## src/rtl/wseq_pkg.sv

```systemverilog
package wseq_pkg;

  typedef enum logic [1:0] {
    MODE_STEP  = 2'd0,
    MODE_BURST = 2'd1,
    MODE_WAVE  = 2'd2,
    MODE_CONT  = 2'd3
  } seqMode_e;

  // strobes from control to datapath
  typedef struct packed {
    logic load;   // latch segment config, rewind offset
    logic issue;  // read current address and advance
  } dpCtrl_t;

endpackage

```

## src/rtl/wseq_ctrl.sv

```systemverilog
module wseq_ctrl
  import wseq_pkg::*;
#(
  parameter int REP_W = 16
) (
  input  logic             clk,
  input  logic             rstN,
  input  logic             enable,
  input  logic [1:0]       mode,
  input  logic [REP_W-1:0] repeatCnt,
  input  logic             trigIn,
  input  logic             tick,
  input  logic             segEnd,
  output dpCtrl_t          ctrl,
  output logic             busy,
  output logic             done
);

  localparam logic [REP_W-1:0] ONE_PASS = REP_W'(1);

  logic             busyQ, doneQ, stepPendQ;
  seqMode_e         modeQ;
  logic [REP_W-1:0] loopLeftQ;

  logic isFinite, startRun, stepTrig, issue, lastPass, passEnd, finish;

  always_comb begin
    isFinite = (modeQ == MODE_BURST) || (modeQ == MODE_WAVE);
    startRun = enable && trigIn && !busyQ;
    stepTrig = enable && trigIn && busyQ && (modeQ == MODE_STEP);
    issue    = enable && busyQ && tick && ((modeQ != MODE_STEP) || stepPendQ);
    lastPass = (loopLeftQ == ONE_PASS);
    passEnd  = issue && segEnd && isFinite;
    finish   = passEnd && lastPass;
  end

  always_ff @(posedge clk) begin
    if (!rstN) begin
      busyQ     <= 1'b0;
      doneQ     <= 1'b0;
      stepPendQ <= 1'b0;
      modeQ     <= MODE_STEP;
      loopLeftQ <= ONE_PASS;
    end else if (!enable) begin
      busyQ     <= 1'b0;
      doneQ     <= 1'b0;
      stepPendQ <= 1'b0;
    end else if (startRun) begin
      busyQ     <= 1'b1;
      doneQ     <= 1'b0;
      modeQ     <= seqMode_e'(mode);
      loopLeftQ <= (repeatCnt == '0) ? ONE_PASS : repeatCnt;
      stepPendQ <= (seqMode_e'(mode) == MODE_STEP);
    end else begin
      if (finish) begin
        busyQ <= 1'b0;
        doneQ <= 1'b1;
      end else if (passEnd) begin
        loopLeftQ <= loopLeftQ - ONE_PASS;
      end
      if (stepTrig)   stepPendQ <= 1'b1;
      else if (issue) stepPendQ <= 1'b0;
    end
  end

  always_comb begin
    ctrl.load  = startRun;
    ctrl.issue = issue;
  end

  assign busy = busyQ;
  assign done = doneQ;


  read_on_tick_chk: assert property (@(posedge clk) disable iff (!rstN)
    ctrl.issue |-> tick);


  busy_done_excl_chk: assert property (@(posedge clk) disable iff (!rstN)
    !(busyQ && doneQ));


  cont_no_done_chk: assert property (@(posedge clk) disable iff (!rstN)
    (busyQ && modeQ == MODE_CONT) |=> !doneQ);


  disable_idle_chk: assert property (@(posedge clk) disable iff (!rstN)
    !enable |=> (!busyQ && !doneQ));


  done_after_read_chk: assert property (@(posedge clk) disable iff (!rstN)
    $rose(doneQ) |-> $past(ctrl.issue));

endmodule

```

## src/rtl/wseq_dp.sv

```systemverilog
module wseq_dp
  import wseq_pkg::*;
#(
  parameter int ADDR_W = 13,
  parameter int DATA_W = 16,
  parameter int LEN_W  = ADDR_W + 1
) (
  input  logic              clk,
  input  logic              rstN,
  input  dpCtrl_t           ctrl,
  input  logic [ADDR_W-1:0] startAddr,
  input  logic [LEN_W-1:0]  segLen,
  input  logic [DATA_W-1:0] memData,
  output logic [ADDR_W-1:0] memAddr,
  output logic              memRdEn,
  output logic              segEnd,
  output logic [DATA_W-1:0] sampleOut,
  output logic              sampleValid
);

  localparam int              DEPTH     = 1 << ADDR_W;
  localparam logic [LEN_W-1:0] DEPTH_LEN = LEN_W'(DEPTH);

  logic [ADDR_W-1:0] startQ, lenM1Q, offQ, lenM1Next;
  logic              rdPendQ;
  logic [DATA_W-1:0] heldQ;

  // clamp the requested length to 1..DEPTH and store it minus one
  always_comb begin
    if (segLen == '0)            lenM1Next = '0;
    else if (segLen > DEPTH_LEN) lenM1Next = ADDR_W'(DEPTH - 1);
    else                         lenM1Next = ADDR_W'(segLen - LEN_W'(1));
  end

  assign segEnd  = (offQ == lenM1Q);
  assign memAddr = startQ + offQ;  // natural modulo-DEPTH wrap
  assign memRdEn = ctrl.issue;

  always_ff @(posedge clk) begin
    if (!rstN) begin
      startQ  <= '0;
      lenM1Q  <= '0;
      offQ    <= '0;
      rdPendQ <= 1'b0;
      heldQ   <= '0;
    end else begin
      rdPendQ <= ctrl.issue;
      if (rdPendQ) heldQ <= memData;
      if (ctrl.load) begin
        startQ <= startAddr;
        lenM1Q <= lenM1Next;
        offQ   <= '0;
      end else if (ctrl.issue) begin
        offQ <= segEnd ? '0 : offQ + ADDR_W'(1);
      end
    end
  end

  assign sampleValid = rdPendQ;
  assign sampleOut   = rdPendQ ? memData : heldQ;


  offset_in_seg_chk: assert property (@(posedge clk) disable iff (!rstN)
    offQ <= lenM1Q);


  valid_after_read_chk: assert property (@(posedge clk) disable iff (!rstN)
    rdPendQ |-> $past(ctrl.issue));


  hold_last_chk: assert property (@(posedge clk) disable iff (!rstN)
    (!rdPendQ && !$past(rdPendQ)) |-> $stable(sampleOut));

endmodule

```

## src/rtl/loop_wave_seq.sv

```systemverilog
module loop_wave_seq
  import wseq_pkg::*;
#(
  parameter int ADDR_W = 13,
  parameter int DATA_W = 16,
  parameter int REP_W  = 16,
  parameter int LEN_W  = ADDR_W + 1
) (
  input  logic              clk,
  input  logic              rstN,
  input  logic              enable,
  input  logic [1:0]        mode,
  input  logic [ADDR_W-1:0] startAddr,
  input  logic [LEN_W-1:0]  segLen,
  input  logic [REP_W-1:0]  repeatCnt,
  input  logic              trigIn,
  input  logic              tick,
  output logic [ADDR_W-1:0] memAddr,
  output logic              memRdEn,
  input  logic [DATA_W-1:0] memData,
  output logic [DATA_W-1:0] sampleOut,
  output logic              sampleValid,
  output logic              busy,
  output logic              done
);

  dpCtrl_t ctrl;
  logic    segEnd;

  wseq_ctrl #(.REP_W(REP_W)) uCtrl (
    .clk(clk), .rstN(rstN), .enable(enable), .mode(mode),
    .repeatCnt(repeatCnt), .trigIn(trigIn), .tick(tick),
    .segEnd(segEnd), .ctrl(ctrl), .busy(busy), .done(done)
  );

  wseq_dp #(.ADDR_W(ADDR_W), .DATA_W(DATA_W), .LEN_W(LEN_W)) uDp (
    .clk(clk), .rstN(rstN), .ctrl(ctrl), .startAddr(startAddr),
    .segLen(segLen), .memData(memData), .memAddr(memAddr),
    .memRdEn(memRdEn), .segEnd(segEnd), .sampleOut(sampleOut),
    .sampleValid(sampleValid)
  );

endmodule

```

## config.mk

```make
export PLATFORM = sky130hd
export DESIGN_NAME = loop_wave_seq
export DESIGN_NICKNAME = d
export VERILOG_FILES = /design/src/rtl/wseq_pkg.sv /design/src/rtl/wseq_ctrl.sv /design/src/rtl/wseq_dp.sv /design/src/rtl/loop_wave_seq.sv
export SDC_FILE = /design/constraint.sdc
export NUM_CORES = 1
export LEC_CHECK = 0
export BUFFER_PORTS_ARGS = -buffer_cell sky130_fd_sc_hd__buf_2
export CORE_ASPECT_RATIO = 2
export CORE_MARGIN = 8
export CORE_UTILIZATION = 25
export DETAILED_ROUTE_END_ITERATION = 8
export PLACE_DENSITY = 0.57
export REMOVE_ABC_BUFFERS = 1
export SLEW_MARGIN = 20
export SYNTH_ARGS = -nofsm -noshare
export SYNTH_HDL_FRONTEND = slang
export SYNTH_SLANG_ARGS = --single-unit
export TNS_END_PERCENT = 5
```

## constraint.sdc

```tcl
create_clock -name clk -period 2.1 [get_ports clk]
set_clock_uncertainty 0.05 [all_clocks]
set_input_delay 0.105 -clock clk [delete_from_list [all_inputs] [get_ports clk]]
set_output_delay 0.105 -clock clk [all_outputs]
set_load 0.005 [all_outputs]
```

After elaboration in Yosys (flattened, before gate mapping)
Cells that the tools add are included.

operators by class
  add/subtract/negate cells = 4
  order comparisons = 1
  eq/ne operators = 5
  mux-type cells = 13
  bitwise logic cells = 2
  reductions and logical operators = 26

operators with widths
  cell                   count
  $mux 16                5
  $mux 13                3
  $eq 16x1->1 const B    1
  $logic_not 16->1       1
  $sub 16x1->16 const B  1
  $gt 14x14->1 const B   1
  $logic_not 14->1       1
  $add 13x1->13 const B  1
  $add 13x13->13         1
  $eq 13x13->1           1
  $sub 13x1->13 const B  1
  $logic_and 1x1->1      10
  $reduce_bool 2->1      3
  $mux 1                 5
  $logic_not 2->1        2
  $reduce_and 2->1       2
  $reduce_and 3->1       1
  $reduce_bool 3->1      1
  $reduce_or 3->1        1
  $eq 2x1->1 const B     1
  $eq 2x2->1 const B     1
  $logic_or 1x1->1       2
  $ne 2x1->1 const B     1
  $not 1->1              2
  2 further kinds        2

word-level totals
  register bits after elaboration = 77
  word-level logic and storage cells = 61

Logic depth before layout (Yosys ltp)
  depth after elaboration = 8
  mapped depth = 9

Modules after synthesis
A second synthesis with hierarchy kept.

unflattened totals
  cells, all modules = 491
  area, all modules = 4347.9 sq um

by module, submodules not included
  module     instances  cells an instance  area each (sq um)  seq. area each (sq um)
  wseq_dp    1          332                3078.0             1121.1
  wseq_ctrl  1          159                1270.0             420.4

Worst setup path before layout
OpenSTA, ideal clock, no wires.

  path kind = reg-to-output
  from = register uDp.offQ[0]
  to = output port memAddr[12]
  data arrival time = 2.105 ns
  data required time = 1.945 ns
  setup slack = -0.160 ns
  stages on the path, launching flop included = 9
  buffers on the path = 0
  cells stage by stage = dfxtp_1 > ha_1 > fa_1 > a211o_1 > a21oi_1 > o21ai_0 > a211o_1 > a21oi_1 > xnor2_1

on the way
  cells in the longest elaborated chain, start to end = 1

ends and longest elaborated chain
  element                   line                 RTL
  start: declaration        wseq_dp.sv:24        logic [ADDR_W-1:0] startQ, lenM1Q, offQ, lenM1Next;
  start signal: assignment  wseq_dp.sv:54        offQ <= segEnd ? '0 : offQ + ADDR_W'(1);
  $add 13x13->13            wseq_dp.sv:36        assign memAddr = startQ + offQ;
  end: declaration          loop_wave_seq.sv:18  output logic [ADDR_W-1:0] memAddr,

Every way passes these cells.

Worst setup path in the final report
Same ends and word-level chain as after synthesis.

==> reports/summary.log <==
[route] routed via count divided by cell count 4.549
[route] DRC violation total after the first TritonRoute iteration 175
[synth] top cells by area in the synthesized netlist sky130_fd_sc_hd__dfxtp_1, sky130_fd_sc_hd__xnor2_1, sky130_fd_sc_hd__xor2_1, sky130_fd_sc_hd__nand2_1, sky130_fd_sc_hd__ha_1
[clock_network] CTS Root Cell sky130_fd_sc_hd__clkbuf_16
[sta] fraction of the cycle the final worst path needs 121.7%
[worst_setup_path] series of cell instances along the critical path ha_4 > fa_2 > a211o_1 > a21oi_2 > o21ai_2 > a211o_1 > a21oi_2 > xnor2_1 > buf_2
[global_route] overflow left after global routing 0
[global_route] global-route wire length before repair 19190 µm
[sta] post-layout minimum cycle time 2555 ps
[floorplan] row cnt 67
[worst_setup_path] highest-delay cell along the critical path sky130_fd_sc_hd__fa_2
[synth] ys async rst share 0%
[floorplan] placeable core region 16600 µm²
[finish] final standard cell utilization of the core 35.98%
[worst_setup_path] category of cells accounting for the largest share of critical-path delay compound AO/OA/AOI/OAI gates
[worst_setup_path] data required time at the worst endpoint 1950 ps
[pwr] Leakage Power 2.715 nW
[floorplan] number of ports placed on the die boundary 99
[sta] Fin Setup TNS -2126 ps
[pwr] part of the power in the clock network 45.8%
[min_path] path class of the lowest-slack min-delay path in -> reg
[global_route] maximum number of pins on one net before global-route repair 24
[sta] fin. max-slew vios 0
[run_status] outcome finished with violations
[flow_run] maximum capacitance violations 0
[clock_network] clock buffer count from CTS 9
[clock_network] number of sinks driven by the clock tree 77
[pwr] post-layout power 3.761 mW
[finish] fraction of final layout cells sized beyond drive strength 1 33.49%
[worst_setup_path] critical path peak fanout 2
[sta] Slew HR 64.16%
[worst_setup_path] stage delay of the slowest cell on the critical path 350 ps
[sta] Finish-stage setup viols 16
[synth] Yosys top cell area share 36.80%
[place] weighted congestion reported at the end of routability-driven placement 0.8355
[clock_network] setup bufs post-CTS 0
[place] Setup WS pre-CTS -294.8 ps
[run_status] failing checks negative setup slack
[synth] Seq/Total Area, Yosys 36.80%
[synth] Top FF cell, synth sky130_fd_sc_hd__dfxtp_1
[floorplan] die boundary height 199.1 µm
[pwr] sequential power share 41.2%
[floorplan] effective utilization at floorplan 25.24%
[clock_network] Worst-path clk slew 60 ps
[global_route] via count of the first global-routing pass 4020
[synth] post-synthesis register bit count 77
[pwr] areal power density over the cells 629.8 nW/µm²
[finish] Finished Cell Area 5972 µm²
[route] remaining antenna violation count 0
[finish] layout net count 736
[synth] cell area after synthesis 4189 µm²
[worst_setup_path] type of the worst setup path reg -> out
[pwr] net switching power figure 0.9304 mW
[route] number of search-and-repair iterations in the first detailed-routing pass 4
[route] count of unresolved DRC violations after routing 0
[pwr] switching portion of total power 24.74%
[floorplan] horizontal die dimension 107.5 µm
[route] Avg WL per Cell 13.45 µm
[sta] final worst-path setup slack -455.0 ps
[finish] total of fill cells in the finished design 1709
[floorplan] Die Footprint 21400 µm²
[finish] leading cell type in the layout, fill and taps excluded sky130_fd_sc_hd__buf_2
[place] dpl cell area 5253 µm²
[place] Buffers on Ports 98
[synth] synth unique cells 57
[sta] setup repair after global routing missed its margin true
[route] Final Routed Wirelength 11620 µm
[worst_setup_path] sort of element at the start of the critical path flop
[synth] average instance area after synthesis 8.691 µm²
[route] overall via count from detail_route 3930
[global_route] GRT Resource Usage Total 10.97%
[worst_setup_path] critical path endpoint category primary output
[synth] most area-hungry cell type in the Yosys netlist sky130_fd_sc_hd__dfxtp_1
[clock_network] clock tree from TritonCTS yes
[finish] total inserted antenna cells 0
[synth] post-synthesis instance total 482
[clock_network] buffer depth of the longest clock path 2
[clock_network] worst-skew pair later-pin latency 330 ps
[finish] most frequent cells in the layout sky130_fd_sc_hd__buf_2, sky130_fd_sc_hd__dfxtp_1, sky130_fd_sc_hd__nand2_1, sky130_fd_sc_hd__buf_4, sky130_fd_sc_hd__nor2_1
[pwr] Internal Power 2.831 mW
[sta] transition at the pin with the smallest max-transition slack 535.6 ps
[global_route] initial antenna violation count 0
[pwr] combinational share of power 13.0%
[clock_network] Clock H-tree levels 3
[pwr] maximum vdd drop 0.3042 mV
[sta] maximum clock frequency 0.3914 GHz
[worst_setup_path] crit path buf inv count 1
[worst_setup_path] critical path arrival 2400 ps
[place] HPWL after DPL 8744 µm
[synth] EDFF count, synth 0
[synth] count of yosys warnings during synthesis 0
[sta] number of failing hold endpoints at the final stage 0
[finish] layout-stage area growth over the synthesis result 42.56%
## cells in the mapped netlist (4+ instances only)
master / instances
sky130_fd_sc_hd__a211oi_1: 8
sky130_fd_sc_hd__a21o_1: 10
sky130_fd_sc_hd__a21oi_1: 33
sky130_fd_sc_hd__and2_1: 18
sky130_fd_sc_hd__and3_1: 5
sky130_fd_sc_hd__clkbuf_1: 14
sky130_fd_sc_hd__dfxtp_1: 77
sky130_fd_sc_hd__ha_1: 17
sky130_fd_sc_hd__inv_1: 11
sky130_fd_sc_hd__mux2_2: 16
sky130_fd_sc_hd__mux2i_1: 4
sky130_fd_sc_hd__nand2_1: 58
sky130_fd_sc_hd__nand3_1: 13
sky130_fd_sc_hd__nand4_1: 5
sky130_fd_sc_hd__nor2_1: 42
sky130_fd_sc_hd__nor3_1: 8
sky130_fd_sc_hd__nor4_1: 10
sky130_fd_sc_hd__nor4_2: 9
sky130_fd_sc_hd__o21ai_0: 11
sky130_fd_sc_hd__o21ai_1: 7
sky130_fd_sc_hd__or2_2: 4
sky130_fd_sc_hd__or3_1: 4
sky130_fd_sc_hd__xnor2_1: 28
sky130_fd_sc_hd__xor2_1: 25
## final timing paths
check / startpoint / end / slack (ps) / cells past startpoint
worst min register to register: uDp.startQ[7] / uDp.startQ[7] / 410 / 2
worst min-delay path: repeatCnt[8] / uCtrl.loopLeftQ[8] / 20 / 3
worst max register to register: uDp.offQ[1] / uCtrl.loopLeftQ[12] / -70 / 8
worst max-delay path: uDp.offQ[0] / memAddr[12] / -460 / 9
## worst reg2reg max path: stages (launching register included)
cell	delay (ps)
sky130_fd_sc_hd__dfxtp_1	350
sky130_fd_sc_hd__buf_4	170
sky130_fd_sc_hd__xor2_1	150
sky130_fd_sc_hd__nor4_2	320
sky130_fd_sc_hd__nand4_2	140
sky130_fd_sc_hd__buf_6	180
sky130_fd_sc_hd__nor4_2	390
sky130_fd_sc_hd__mux2i_1	220
sky130_fd_sc_hd__o22ai_1	80
## metal layers
metal  GRT usage (%)  part of all wire [%]  vias to the layer above
met1           14.86                    51                     1781
met3           3.068                   6.3                        7
met4           2.950                  0.80                        0
met5               0                     0                        -
met2           16.53                    42                      103
li1                -                     -                     2039
## cell families after synthesis
logic type | after synthesis | synth area share [%]
buf+inv | 28 | 2.808
simple gates | 192 | 24.19
compound gates | 94 | 14.31
mux | 20 | 5.257
flops | 77 | 36.80
fa+ha+maj | 18 | 5.555
xor+xnor | 53 | 11.08
## stage by stage
step	cells	hold slack (ps)
after floorplan	465	154.0
after global placement	822	274.6
after detailed placement	822	275.0
after CTS	864	2.534
after global routing	864	22.66
final	864	22.90
## state kept, by name (all words and copies together), names as in the netlist
register,flops
uCtrl.loopLeftQ,16
uDp.heldQ,16
uDp.offQ,13
uDp.sampleValid,1
uCtrl.busy,1
uDp.startQ,13
uCtrl.done,1
uDp.lenM1Q,13
uCtrl.modeQ,2
uCtrl.stepPendQ,1
## power groups by stage
stage / clock [mW] / combinational [mW] / sequential [mW]
after floorplan: 0 / 0.233 / 1.57
after global routing: 1.84 / 0.542 / 1.55
after CTS: 1.78 / 0.477 / 1.55
after global placement: 0 / 0.425 / 1.58
final: 1.72 / 0.490 / 1.55
after detailed placement: 0 / 0.428 / 1.58
## repair_timing
item                                    in CTS  in global routing
hold buffers                                26                  0
endpoints found under the hold margin       26                  0
endpoints found under the setup margin      21                 25
resized for setup                           15                 10
pin swaps                                    4                  9
## cell type report
| cell class | instances | area (µm²) | area share, % |
|---|---|---|---|
| clock buffers | 10 | 239.0 | 4.002 |
| well taps | 207 | 259.0 | 4.337 |
| multi-input cells | 377 | 2646 | 44.31 |
| clock inverters | 6 | 93.84 | 1.571 |
| repair buffers | 176 | 1149 | 19.23 |
| flip-flops and latches | 77 | 1544 | 25.85 |
| inverters | 11 | 41.29 | 0.6914 |
Note: power is estimated with default switching activity, not from simulation.
